[config.mk]
export PLATFORM = sky130hd
export DESIGN_NAME = nbs_spi9_tx
export DESIGN_NICKNAME = d
export VERILOG_FILES = /design/src/rtl/nbs_pkg.sv /design/src/rtl/nbs_clkdiv.sv /design/src/rtl/nbs_shreg.sv /design/src/rtl/nbs_ctrl.sv /design/src/rtl/nbs_spi9_tx.sv
export SDC_FILE = /design/constraint.sdc
export NUM_CORES = 1
export LEC_CHECK = 0
export ABC_AREA = 1
export BUFFER_PORTS_ARGS = -buffer_cell sky130_fd_sc_hd__clkbuf_2
export CAP_MARGIN = 30
export CORE_AREA = 2 2 71 46
export DETAILED_ROUTE_END_ITERATION = 6
export DIE_AREA = 0 0 73 48
export PLACE_DENSITY = 0.72
export SLEW_MARGIN = 40
export SYNTH_ARGS = -nofsm -noshare
export SYNTH_HDL_FRONTEND = slang
export SYNTH_HIERARCHICAL = 1
export SYNTH_SLANG_ARGS = --single-unit
[constraint.sdc]
create_clock -name clk -period 2.5 [get_ports clk]
set_clock_uncertainty 0.05 [all_clocks]
set_input_delay 0.25 -clock clk [delete_from_list [all_inputs] [get_ports clk]]
set_output_delay 0.25 -clock clk [all_outputs]
set_load 0.05 [all_outputs]
[src/rtl/nbs_pkg.sv]
package nbs_pkg;

   // Sequencer states of the transmitter
   typedef enum logic [1:0] {
      ST_IDLE  = 2'd0,
      ST_SHIFT = 2'd1,
      ST_PAD   = 2'd2,
      ST_TAIL  = 2'd3
   } nbs_state_e;

endpackage

[src/rtl/nbs_clkdiv.sv]
module nbs_clkdiv #(
   parameter int DIV = 2
) (
   input  logic clk,
   input  logic rst_n,
   input  logic run,
   output logic sclk_int,
   output logic bit_end
);

   logic sclk_q;
   logic half_end;

   generate
      if (DIV == 1) begin : g_fast
         // every clock is a half period
         assign half_end = run;
      end else begin : g_count
         localparam int CW = $clog2(DIV);
         logic [CW-1:0] cnt_q;
         always_ff @(posedge clk or negedge rst_n) begin
            if (!rst_n)
               cnt_q <= '0;
            else if (!run || cnt_q == CW'(DIV - 1))
               cnt_q <= '0;
            else
               cnt_q <= cnt_q + 1'b1;
         end
         assign half_end = run && (cnt_q == CW'(DIV - 1));
      end
   endgenerate

   always_ff @(posedge clk or negedge rst_n) begin
      if (!rst_n)
         sclk_q <= 1'b0;
      else if (!run)
         sclk_q <= 1'b0;
      else if (half_end)
         sclk_q <= ~sclk_q;
   end

   assign sclk_int = sclk_q;
   assign bit_end  = half_end && sclk_q;

   p_idle_low_r3 : assert property (@(posedge clk) disable iff (!rst_n)
      !run |=> !sclk_q);

endmodule

[src/rtl/nbs_shreg.sv]
module nbs_shreg #(
   parameter int FRAME_W = 9
) (
   input  logic               clk,
   input  logic               rst_n,
   input  logic               load,
   input  logic [FRAME_W-1:0] load_val,
   input  logic               clr,
   input  logic               shift,
   output logic               msb
);

   logic [FRAME_W-1:0] sr_q;

   always_ff @(posedge clk or negedge rst_n) begin
      if (!rst_n)
         sr_q <= '0;
      else if (load)
         sr_q <= load_val;
      else if (clr)
         sr_q <= '0;
      else if (shift)
         sr_q <= {sr_q[FRAME_W-2:0], 1'b0};
   end

   assign msb = sr_q[FRAME_W-1];

   p_load_msb_r1 : assert property (@(posedge clk) disable iff (!rst_n)
      load |=> (msb == $past(load_val[FRAME_W-1])));

endmodule

[src/rtl/nbs_ctrl.sv]
module nbs_ctrl
   import nbs_pkg::*;
#(
   parameter int FRAME_W = 9,
   parameter bit EMU_EN  = 1'b1,
   parameter int HOST_W  = 8
) (
   input  logic clk,
   input  logic rst_n,
   input  logic in_valid,
   input  logic emu_mode,
   input  logic bit_end,
   output logic in_ready,
   output logic load,
   output logic shift,
   output logic clr,
   output logic run,
   output logic clk_gate,
   output logic cs_n,
   output logic pad_active
);

   localparam int BW = $clog2(FRAME_W);

   nbs_state_e    st_q, st_d;
   logic [BW-1:0] idx_q;
   logic          last_bit;
   logic          accept;
   logic          cnt_en;
   logic          pad_mode;
   logic          grp_next_aligned;
   logic          grp_now_aligned;

   assign last_bit = (idx_q == BW'(FRAME_W - 1));
   assign in_ready = (st_q == ST_IDLE) || (st_q == ST_SHIFT && last_bit && bit_end);
   assign accept   = in_ready && in_valid;
   assign load     = accept;

   // tracker of bits sent modulo the host byte, only when emulation exists
   generate
      if (EMU_EN) begin : g_emu
         localparam int MW = $clog2(HOST_W);
         logic [MW-1:0] m_q;
         logic          mode_q;
         always_ff @(posedge clk or negedge rst_n) begin
            if (!rst_n) begin
               m_q    <= '0;
               mode_q <= 1'b0;
            end else if (st_q == ST_IDLE && accept) begin
               m_q    <= '0;
               mode_q <= emu_mode;
            end else if (cnt_en) begin
               m_q    <= m_q + 1'b1;
            end
         end
         assign pad_mode         = mode_q;
         assign grp_next_aligned = (m_q + 1'b1) == '0;
         assign grp_now_aligned  = (m_q == '0);
      end else begin : g_native
         logic unused_mode;
         assign unused_mode      = emu_mode;
         assign pad_mode         = 1'b0;
         assign grp_next_aligned = 1'b1;
         assign grp_now_aligned  = 1'b1;
      end
   endgenerate

   always_comb begin
      st_d   = st_q;
      shift  = 1'b0;
      clr    = 1'b0;
      cnt_en = 1'b0;
      unique case (st_q)
         ST_IDLE: begin
            if (accept) st_d = ST_SHIFT;
         end
         ST_SHIFT: begin
            if (bit_end) begin
               cnt_en = 1'b1;
               if (!last_bit) begin
                  shift = 1'b1;
               end else if (!in_valid) begin
                  clr  = 1'b1;
                  st_d = (pad_mode && !grp_next_aligned) ? ST_PAD : ST_TAIL;
               end
            end
         end
         ST_PAD: begin
            if (bit_end) begin
               cnt_en = 1'b1;
               if (grp_next_aligned) begin
                  clr  = 1'b1;
                  st_d = ST_TAIL;
               end
            end
         end
         ST_TAIL: begin
            if (bit_end) st_d = ST_IDLE;
         end
         default: st_d = ST_IDLE;
      endcase
   end

   always_ff @(posedge clk or negedge rst_n) begin
      if (!rst_n) begin
         st_q  <= ST_IDLE;
         idx_q <= '0;
      end else begin
         st_q <= st_d;
         if (accept)
            idx_q <= '0;
         else if (shift)
            idx_q <= idx_q + 1'b1;
      end
   end

   assign run        = (st_q != ST_IDLE);
   assign clk_gate   = (st_q == ST_SHIFT) || (st_q == ST_PAD);
   assign cs_n       = (st_q == ST_IDLE);
   assign pad_active = (st_q == ST_PAD);

   // padding only happens in emulation framing
   p_pad_needs_emu_r8 : assert property (@(posedge clk) disable iff (!rst_n)
      (st_q == ST_PAD) |-> pad_mode);

   // the closing period of an emulated burst starts on a byte boundary
   p_tail_aligned_r7 : assert property (@(posedge clk) disable iff (!rst_n)
      (st_q == ST_TAIL && pad_mode) |-> grp_now_aligned);

   // ready is never offered during padding or the closing period
   p_ready_quiet_r6 : assert property (@(posedge clk) disable iff (!rst_n)
      (st_q == ST_PAD || st_q == ST_TAIL) |-> !in_ready);

endmodule

[src/rtl/nbs_spi9_tx.sv]
module nbs_spi9_tx #(
   parameter int DATA_W = 8,
   parameter int DIV    = 2,
   parameter bit EMU_EN = 1'b1,
   parameter int HOST_W = 8
) (
   input  logic              clk,
   input  logic              rst_n,
   input  logic              in_valid,
   output logic              in_ready,
   input  logic [DATA_W-1:0] in_byte,
   input  logic              in_dc,
   input  logic              emu_mode,
   output logic              spi_sclk,
   output logic              spi_mosi,
   output logic              spi_cs_n
);

   localparam int FRAME_W = DATA_W + 1;

   generate
      if (DATA_W < 1) begin : g_bad_width
         $error("nbs_spi9_tx: DATA_W must be at least 1");
      end
      if (DIV < 1) begin : g_bad_div
         $error("nbs_spi9_tx: DIV must be at least 1");
      end
      if (HOST_W < 2 || (HOST_W & (HOST_W - 1)) != 0) begin : g_bad_host
         $error("nbs_spi9_tx: HOST_W must be a power of two");
      end
   endgenerate

   logic sclk_int;
   logic bit_end;
   logic load;
   logic shift;
   logic clr;
   logic run;
   logic clk_gate;
   logic pad_active;

   nbs_ctrl #(
      .FRAME_W (FRAME_W),
      .EMU_EN  (EMU_EN),
      .HOST_W  (HOST_W)
   ) ctrl_i (
      .clk        (clk),
      .rst_n      (rst_n),
      .in_valid   (in_valid),
      .emu_mode   (emu_mode),
      .bit_end    (bit_end),
      .in_ready   (in_ready),
      .load       (load),
      .shift      (shift),
      .clr        (clr),
      .run        (run),
      .clk_gate   (clk_gate),
      .cs_n       (spi_cs_n),
      .pad_active (pad_active)
   );

   nbs_clkdiv #(
      .DIV (DIV)
   ) div_i (
      .clk      (clk),
      .rst_n    (rst_n),
      .run      (run),
      .sclk_int (sclk_int),
      .bit_end  (bit_end)
   );

   nbs_shreg #(
      .FRAME_W (FRAME_W)
   ) sr_i (
      .clk      (clk),
      .rst_n    (rst_n),
      .load     (load),
      .load_val ({in_dc, in_byte}),
      .clr      (clr),
      .shift    (shift),
      .msb      (spi_mosi)
   );

   assign spi_sclk = sclk_int && clk_gate;

   p_no_clock_idle_r3 : assert property (@(posedge clk) disable iff (!rst_n)
      spi_cs_n |-> !spi_sclk);

   p_mosi_hold_r3 : assert property (@(posedge clk) disable iff (!rst_n)
      (spi_sclk && $past(spi_sclk)) |-> $stable(spi_mosi));

   p_pad_zero_r8 : assert property (@(posedge clk) disable iff (!rst_n)
      pad_active |-> !spi_mosi);

   p_ready_at_edge_r6 : assert property (@(posedge clk) disable iff (!rst_n)
      (in_ready && !spi_cs_n) |-> spi_sclk);

   p_release_low_r5 : assert property (@(posedge clk) disable iff (!rst_n)
      $rose(spi_cs_n) |-> !$past(spi_sclk));

endmodule

==> flow_summary_export.csv, run 1 <==
group,metric,value,unit
pwr,max-vdd-ir-drop,0.526,mV
worst_setup_path,worstSetupStartpointType,"register",
layout,antennaDiodeCount,0,
clock_tree,cts_max_level,1,
place,gp_congestion,0.809,
route,totalWireLength,2.43,mm
clock_tree,clkSinkCount,21,
clock_tree,cts_tree,"built",
route,drt_iter0_drc,40,
global_route,grt_use_total,15.8,%
floorplanning,dieArea,3500,um^2
worst_setup_path,required,2.20,ns
synthesis,yosysSeqAreaShare,39.0,%
hold_path,min_path_cells,3,
place,io_buffers,16,
worst_setup_path,critPathMaxFanout,5,
sta,rsz0062_at_grt,"false",
route,viasPerCell,4.47,
route,drcViolationCount,0,
sta,timing.fmax,445,MHz
synthesis,postSynthAreaPerCell,7.09,um^2
worst_setup_path,critPathKind,"reg -> out",
sta,slew_headroom,64.6,%
pwr,power_density,1100,nW/um^2
layout,drive_gt1_share,18.1,%
layout,area_delta_synth_final,12.5,%
status,status,"complete, no violations",
sta,slew_viol_final,0,
worst_setup_path,max_stage_delay,0.41,ns
sta,fin_crit_sh,89.9,%
synthesis,synth_fp_nets,212,
pwr,p_sw,0.000776,W
clock_tree,clk_pin_slew_worst_paths,0.08,ns
pwr,power_frac_comb,53.7,%
pwr,power,0.00168,W
hold_path,hold_class,"in -> reg",
global_route,grt-ovfl-total,0,
layout,mostFrequentLayoutCells,"nand2_1 (75), inv_1 (30), dfrtp_1 (21)",
clock_tree,numCtsBuffers,3,
pwr,p_leak,0.906,nW
floorplanning,initial_core_util,48.2,%
sta,fin_crit,2.25,ns
clock_tree,cts_buffer_depth,2,
worst_setup_path,rr_worst_depth,15,
route,via_count,1091,
floorplanning,rows,15,
pwr,pwr-share-clk,12.8,%
worst_setup_path,cp-end-kind,"primary output",
worst_setup_path,cp_data_arrival_time,1.95,ns
floorplanning,core-area,2800,um^2
worst_setup_path,slowest_stage,"dfrtp_1",
synthesis,ys_seq_elements,21,
global_route,antenna_found_initial,0,
clock_tree,cts_root_buffer,"clkbuf_8",
global_route,grt_pass1_wl,4.12,mm
worst_setup_path,r2r_setup_slack,0.31,ns
sta,tightest_slew,0.531,ns
route,drtAntennaViolNets,0,
clock_tree,post-cts-setup-buffers,0,
floorplanning,die_y,48,um
place,hpwl,1.90,mm
synthesis,synth_warnings,6,
sta,finalSetupViolations,0,
global_route,grt_pass1_vias,912,
sta,tns,0,ns
layout,n_fill_cell,275,
layout,fin_nets,233,
layout,mostFrequentLayoutCell,"nand2_1",
pwr,p_sw_share,46.3,%
floorplanning,ios,17,
worst_setup_path,cp_cell_sequence,"inv_1 -> ha_2 -> inv_1 -> nand2_1 -> nor2_2 -> nand2_1 -> inv_2 -> nand2_1 -> nand2_2 -> buf_2",
worst_setup_path,cpMostUsedCell,"nand2_1",
pwr,p_int,0.000899,W
synthesis,syn_area,1350,um^2
pwr,seqPwrFrac,33.5,%
route,avgRoutedWirePerCell,9.96,um
floorplanning,die_x,73,um
clock_tree,clock_latency,0.26,ns
synthesis,syn_inst,190,
flow_run,drv_cap,0,
global_route,grt_max_degree,22,
sta,hold_viol_final,0,
route,first_pass_iters,4,
synthesis,yosysUniqueCellTypes,20,
per-stage QoR:
step	hold WS, ns	std cells	instance area [um^2]	util, %	setup slack [ns]
after CTS	0.147	244	1510	54.0	0.161
after global routing	0.140	244	1520	54.2	0.00650
final	0.149	244	1520	54.2	0.253
after detailed placement	0.208	239	1450	52.0	0.204
after global placement	0.206	239	1450	52.0	0.254
after floorplan	-0.0956	190	1350	-	0.00201
path summary, 6_finish.rpt:
kind | start | end
min in group asynchronous | rst_n | sr_i/sr_q[6]
max in group asynchronous | rst_n | sr_i/sr_q[8]
worst min register to register | div_i/g_count.cnt_q | div_i/g_count.cnt_q
worst max-delay path | ctrl_i/st_q[0] | in_ready
worst min-delay path | in_byte[0] | sr_i/sr_q[0]
worst max register to register | ctrl_i/st_q[0] | sr_i/sr_q[3]
state kept, by name, indices dropped and copies added (netlist names):
| register | cells |
|---|---|
| ctrl_i/g_emu.m_q | 3 |
| sr_i/sr_q | 9 |
| div_i/g_count.cnt_q | 1 |
| ctrl_i/st_q | 2 |
| ctrl_i/idx_q | 4 |
| div_i/sclk_int | 1 |
| ctrl_i/g_emu.mode_q | 1 |
power by group through the flow:
stage	registers [W]	logic, W	clock network (W)
2_1_floorplan	0.000582	0.000701	0
3_3_place_gp	0.000565	0.000887	0
3_5_place_dp	0.000565	0.000886	0
4_1_cts	0.000561	0.000893	0.000224
5_1_grt	0.000579	0.00104	0.000245
6_report	0.000561	0.000900	0.000214
Yosys cell counts:
| cell type | n | area share, % |
|---|---|---|
| a21oi_1 | 3 | 1.1 |
| ha_1 | 9 | 8.4 |
| nor2_4 | 1 | 0.84 |
| nand3_1 | 15 | 5.6 |
| clkinv_2 | 1 | 0.37 |
| o21ai_2 | 1 | 0.65 |
| nor2_1 | 14 | 3.9 |
| o21ai_0 | 3 | 1.1 |
| nand2_1 | 75 | 21 |
| nor2_8 | 1 | 1.5 |
| nand2_2 | 3 | 1.4 |
| dfrtp_1 | 21 | 39 |
| buf_8 | 1 | 1.1 |
| buf_6 | 1 | 0.84 |
| inv_2 | 4 | 1.1 |
| mux2_1 | 1 | 0.84 |
| buf_4 | 1 | 0.56 |
| nor2_2 | 3 | 1.4 |
| nand3b_1 | 2 | 1.1 |
| inv_1 | 30 | 8.4 |
kinds of logic after synthesis:
kind of cell,count (synthesis),share of synthesized area [%]
compound gates,7,2.88
simple gates,114,36.6
mux,1,0.836
flops,21,39.0
fa+ha+maj,9,8.36
buf+inv,38,12.3
per-layer routing:
| metal | routed length [um] | vias to the layer above | part of all wire (%) | track usage (%) |
|---|---|---|---|---|
| li1 | - | 607 | - | - |
| met1 | 1340 | 460 | 55 | 24.5 |
| met2 | 955 | 22 | 39 | 21.1 |
| met3 | 119 | 2 | 4.9 | 5.05 |
| met4 | 13 | 0 | 0.53 | 3.33 |
| met5 | 0 | - | 0 | 0 |
worst max-delay path: cells and delay by family (launching register included):
family | cells | cell delay (ns)
flops | 1 | 0.41
fa+ha+maj | 1 | 0.21
simple gates | 5 | 0.47
buf+inv | 4 | 0.60
area by class of cell:
cell class              count  area, um^2  area share, %
inverters                  35         135           8.91
repair buffers             19         105           6.93
well taps                  34        42.5           2.81
multi-input cells         131         663           43.7
clock buffers               4        45.0           2.97
flip-flops and latches     21         526           34.7
repair_timing:
| item | in CTS | in global routing |
|---|---|---|
| hold endpoints to repair | 21 | 0 |
| setup endpoints to repair | 0 | 10 |
| gates resized for setup | 0 | 4 |
| hold buffers | 1 | 0 |
Note: power is estimated with default switching activity, not from simulation.
==> run 2, diff against run 1 <==
REMOVE_ABC_BUFFERS = 1   (was default)
==> run 2 against run 1 <==
Effect of this change: die area unchanged; via count up 2.8%; non-clock buffer count unchanged; utilization up 0.63 points; clock power up 2%; power up 0.78%; critical path depth unchanged; critical endpoint unchanged.
==> flow_summary_export.csv, run 2 (synthesized netlist as in run 1, its figures left out) <==
group,metric,value,unit
pwr,p_int,0.000902,W
layout,area_delta_synth_final,13.8,%
worst_setup_path,critPathKind,"reg -> out",
route,totalWireLength,2.46,mm
floorplanning,dieArea,3500,um^2
sta,fin_crit,2.27,ns
sta,tns,0,ns
worst_setup_path,critPathMaxFanout,5,
worst_setup_path,crit_family,"buffers and inverters",
route,viasPerCell,4.58,
route,drtAntennaViolNets,0,
global_route,grt_pass1_vias,910,
flow_run,drv_cap,0,
hold_path,hold_class,"in -> reg",
floorplanning,die_x,73,um
worst_setup_path,cp_cell_sequence,"inv_1 -> ha_1 -> inv_1 -> nand2_1 -> nor2_2 -> nand2_1 -> inv_2 -> nand2_1 -> nand2_2 -> clkbuf_4",
layout,largest_reg_flops,9,
pwr,max-vdd-ir-drop,0.696,mV
sta,timing.fmax,441,MHz
clock_tree,cts_root_buffer,"clkbuf_8",
sta,hold_viol_final,0,
global_route,grt-ovfl-total,0,
floorplanning,core-area,2800,um^2
pwr,seqPwrFrac,33.7,%
clock_tree,numCtsBuffers,3,
clock_tree,clock_latency,0.26,ns
clock_tree,cts_buffer_depth,2,
sta,tightest_slew,0.534,ns
worst_setup_path,path_depth,10,
place,hpwl,1.87,mm
floorplanning,initial_core_util,48.2,%
worst_setup_path,cp_data_arrival_time,1.97,ns
layout,multi_input_area,677,um^2
route,drcViolationCount,0,
worst_setup_path,slowest_stage,"dfrtp_1",
layout,top_register,"sr_i/sr_q",
global_route,grt_use_total,15.3,%
pwr,power_density,1100,nW/um^2
layout,mostFrequentLayoutCells,"nand2_1 (75), inv_1 (30), dfrtp_1 (20)",
layout,fin_util,54.9,%
floorplanning,ios,17,
pwr,p_sw,0.000786,W
floorplanning,die_y,48,um
sta,finalSetupViolations,0,
layout,fin_nets,234,
global_route,antenna_found_initial,0,
global_route,grt_max_degree,22,
floorplanning,rows,15,
worst_setup_path,cp-end-kind,"primary output",
pwr,p_leak,0.911,nW
worst_setup_path,required,2.20,ns
layout,mostFrequentLayoutCell,"nand2_1",
sta,slew_headroom,64.4,%
worst_setup_path,crit_end,"in_ready",
place,gp_congestion,0.812,
route,first_pass_iters,4,
place,io_buffers,16,
worst_setup_path,rr_worst_depth,16,
global_route,grt_pass1_wl,3.98,mm
route,drt_iter0_drc,55,
place,place_area,1450,um^2
clock_tree,clkSinkCount,21,
sta,slew_viol_final,0,
layout,final-seq-area,527,um^2
worst_setup_path,worstReg2RegStart,"ctrl_i/st_q[1]",
clock_tree,clk_pin_slew_worst_paths,0.07,ns
worst_setup_path,max_stage_delay,0.43,ns
layout,antennaDiodeCount,0,
clock_tree,cts_max_level,1,
clock_tree,cts_tree,"built",
worst_setup_path,worstSetupStartpointType,"register",
route,via_count,1122,
layout,reg.largest.list,"sr_i/sr_q x9, ctrl_i/idx_q x4, ctrl_i/g_emu.m_q x3",
sta,rsz0062_at_grt,"false",
pwr,power_frac_comb,53.3,%
pwr,p_sw_share,46.5,%
worst_setup_path,cpMostUsedCell,"nand2_1",
route,avgRoutedWirePerCell,10.1,um
worst_setup_path,r2r_setup_slack,0.27,ns
worst_setup_path,reg2reg_to,"sr_i/sr_q[1]",
worst_setup_path,path_buf_inv,4,
layout,n_fill_cell,267,
status,status,"complete, no violations",
pwr,pwr-share-clk,12.9,%
sta,fin_crit_sh,90.7,%
layout,drive_gt1_share,18.5,%
layout,final_area,1530,um^2
worst_setup_path,crit_start,"ctrl_i/st_q[1]",
run 2: changes by cell type in the layout (fill, tap and decap cells not counted), sizes merged:
cell / change
buf: -1
nor2: +1
clkbuf: +1
run 2: how the worst min path moves through the flow:
| stage | to | startpoint | cells past startpoint | slack, ns |
|---|---|---|---|---|
| floorplan | ctrl_i/g_emu.m_q[0] | rst_n | 0 | -0.1 |
| global placement | sr_i/sr_q[7] | rst_n | 1 | 0.20 |
| detailed placement | sr_i/sr_q[6] | rst_n | 1 | 0.21 |
| CTS | ctrl_i/g_emu.mode_q | emu_mode | 2 | 0.15 |
| global route | ctrl_i/g_emu.mode_q | emu_mode | 2 | 0.16 |
| finish | ctrl_i/g_emu.mode_q | emu_mode | 2 | 0.15 |
run 2: cell type report:
cell class	instances	area share, %
flip-flops and latches	21	34.3
well taps	34	2.77
repair buffers	19	7.01
inverters	35	8.81
multi-input cells	132	44.1
clock buffers	4	2.94
run 2: stage by stage:
step	total power [W]	hold WS, ns	cells	setup WS (ns)
floorplan	0.00124	-0.0956	187	-0.0957
global placement	0.00143	0.202	239	0.191
detailed placement	0.00143	0.205	239	0.178
CTS	0.00166	0.148	244	0.112
global route	0.00186	0.160	245	0.0709
finish	0.00169	0.154	245	0.233
run 2: routing by layer:
metal | wire [um] | GRT usage, % | up-vias
li1 | - | - | 614
met1 | 1370 | 23.0 | 480
met2 | 947 | 21.6 | 26
met3 | 132 | 4.63 | 2
met4 | 13 | 3.33 | 0
met5 | 0 | 0 | -
run 2: power by group through the flow:
stage / sequential [W] / clock, W / combinational (W)
after detailed placement: 0.000570 / 0 / 0.000865
final: 0.000570 / 0.000218 / 0.000900
after CTS: 0.000566 / 0.000230 / 0.000867
after floorplan: 0.000582 / 0 / 0.000663
after global placement: 0.000568 / 0 / 0.000866
after global routing: 0.000594 / 0.000240 / 0.00102
run 2: worst reg2reg max path: cells and delay by family (launching register included):
kind                     cells  cell delay [ns]
buffers and inverters        5             0.56
flip-flops                   1             0.43
adder cells (fa/ha/maj)      1             0.23
AND/OR/NAND/NOR             10             0.85
run 2: repair_timing:
item                       in CTS  in global routing
setup endpoints to repair       0                 10
setup buffers                   0                  0
hold endpoints to repair       21                  0
gates resized for setup         0                  8
hold buffers                    1                  0
==> run 3, diff against run 2 <==
--- a/config.mk
+++ b/config.mk
@@ -10,7 +10,8 @@
 export CAP_MARGIN = 30
 export CORE_AREA = 2 2 71 46
+export CTS_CLUSTER_DIAMETER = 100
 export DETAILED_ROUTE_END_ITERATION = 6
 export DIE_AREA = 0 0 73 48
-export PLACE_DENSITY = 0.72
+export PLACE_DENSITY = 0.78
 export REMOVE_ABC_BUFFERS = 1
 export SLEW_MARGIN = 40
--- a/constraint.sdc
+++ b/constraint.sdc
@@ -3,3 +3,3 @@
 set_input_delay 0.25 -clock clk [delete_from_list [all_inputs] [get_ports clk]]
 set_output_delay 0.25 -clock clk [all_outputs]
-set_load 0.05 [all_outputs]
+set_load 0.01 [all_outputs]
==> run 3 against run 2 <==
Effect of this change: clock power about the same; power shrank 7.7%; critical endpoint is now sr_i/sr_q[8]; utilization shrank 0.98 points; largest cell class unchanged.
==> flow_summary_export.csv, run 3 (synthesized netlist as in run 1, its figures left out) <==
group,metric,value,unit
layout,fin_util,53.9,%
floorplanning,rows,15,
route,wl_met3,121,um
route,avgRoutedWirePerCell,10.3,um
sta,timing.fmax,446,MHz
sta,hold_viol_final,0,
status,status,"complete, no violations",
worst_setup_path,cp-end-kind,"register",
layout,area_delta_synth_final,11.8,%
layout,fin_cells,243,
sta,tightest_slew,0.518,ns
worst_setup_path,critPathKind,"reg -> reg",
clock_tree,cts_max_level,1,
clock_tree,post-cts-setup-buffers,0,
sta,slew_headroom,65.4,%
route,drtAntennaViolNets,0,
clock_tree,cts_root_buffer,"clkbuf_8",
sta,slew_viol_final,0,
layout,top_register,"sr_i/sr_q",
layout,mostFrequentLayoutCell,"nand2_1",
place,dp.cells,238,
worst_setup_path,cp_data_arrival_time,2.34,ns
route,via_count,1096,
worst_setup_path,worstSetupStartpointType,"register",
clock_tree,numCtsBuffers,3,
clock_tree,clk_pin_slew_worst_paths,0.07,ns
clock_tree,clock_latency,0.26,ns
route,met2WireLength,956,um
route,drcViolationCount,0,
worst_setup_path,required,2.60,ns
layout,n_fill_cell,257,
floorplanning,core-area,2800,um^2
layout,antennaDiodeCount,0,
pwr,power_density,1030,nW/um^2
floorplanning,initial_core_util,48.2,%
layout,mostFrequentLayoutCells,"nand2_1 (75), inv_1 (30), dfrtp_1 (21)",
route,viasPerCell,4.51,
floorplanning,die_y,48,um
sta,final.setup.worst_slack,0.259,ns
sta,finalSetupViolations,0,
route,highest_layer,"met4",
global_route,grt_pass1_vias,930,
global_route,grt_max_degree,22,
clock_tree,cts_tree,"built",
layout,final_area,1510,um^2
floorplanning,die_x,73,um
clock_tree,clkSinkCount,21,
layout,drive_gt1_share,17.2,%
global_route,grt-ovfl-total,0,
hold_path,min_path_cells,3,
place,gp_congestion,0.837,
floorplanning,dieArea,3500,um^2
pwr,p_leak,0.903,nW
sta,fin_crit_sh,89.7,%
place,io_buffers,16,
place,pre_cts_ws,0.156,ns
layout,fin_nets,232,
layout,reg.largest.list,"sr_i/sr_q x9, ctrl_i/idx_q x4, ctrl_i/g_emu.m_q x3",
global_route,grt_pass1_wl,4.11,mm
floorplanning,ios,17,
hold_path,hold_class,"in -> reg",
route,first_pass_iters,4,
worst_setup_path,critPathMaxFanout,17,
pwr,max-vdd-ir-drop,0.561,mV
route,drt_iter0_drc,48,
worst_setup_path,rr_worst_depth,16,
sta,fin_crit,2.24,ns
place,place_area,1440,um^2
route,totalWireLength,2.49,mm
layout,largest_reg_flops,9,
flow_run,drv_cap,0,
route,wl_met1,1.40,mm
place,hpwl,1.95,mm
global_route,grt_use_total,15.8,%
global_route,antenna_found_initial,0,
clock_tree,cts_buffer_depth,2,
## run 3: cell types whose count changed in the layout (fill, tap and decap cells not counted), sizes merged
cell | before | now
nor2 | 20 | 19
buf | 2 | 1
## run 3: final timing paths
path	slack, ns	startpoint	end
hold reg to reg	0.42	div_i/g_count.cnt_q	div_i/g_count.cnt_q
min in group asynchronous	0.44	rst_n	sr_i/sr_q[0]
max in group asynchronous	1.60	rst_n	sr_i/sr_q[8]
setup / recovery	0.26	ctrl_i/st_q[0]	sr_i/sr_q[8]
hold / removal	0.14	in_byte[0]	sr_i/sr_q[0]
setup reg to reg	0.26	ctrl_i/st_q[0]	sr_i/sr_q[8]
## run 3: metrics by stage
step	setup TNS, ns	total power, W	hold slack [ns]
CTS	0	0.00156	0.136
detailed placement	0	0.00133	0.206
global placement	0	0.00132	0.204
floorplan	0	0.00114	-0.0956
finish	0	0.00156	0.144
global route	-0.0143	0.00173	0.147
## run 3: power by group
part	internal (W)	leakage (nW)	switching (W)	total, W
sequential	0.000485	0.265	0.0000868	0.000572
clock	0.000113	0.0228	0.000102	0.000216
combinational	0.000287	0.615	0.000484	0.000770
total	0.000885	0.903	0.000673	0.00156
## run 3: timing repair
item,in CTS,in global routing
setup endpoints to repair,0,10
hold buffers,1,0
gates resized for setup,0,3
endpoints found under the hold margin,21,0
## run 3: layer usage
metal / global-route usage (%) / up-vias
met5: 0 / -
met4: 3.33 / 0
met3: 5.05 / 2
met2: 21.3 / 20
met1: 24.4 / 472
li1: - / 602
## run 3: critical path: stages (launching register included)
cell	delay (ns)
dfrtp_1	0.41
inv_1	0.11
ha_1	0.25
inv_1	0.15
nand2_1	0.08
nor2_2	0.16
nand2_1	0.13
inv_2	0.10
nand2_1	0.06
nand2_2	0.07
nand2_2	0.09
inv_4	0.15
nor2_8	0.08
nand2_1	0.08
nand2_1	0.05
nand2_1	0.07
inv_1	0.04
## run 3: cell type report
class / instances / area, um^2 / share of cell area [%]
inverters: 35 / 135 / 8.97
repair buffers: 18 / 97.6 / 6.48
clock buffers: 4 / 45.0 / 2.99
flip-flops and latches: 21 / 526 / 34.9
well taps: 34 / 42.5 / 2.82
multi-input cells: 131 / 661 / 43.9
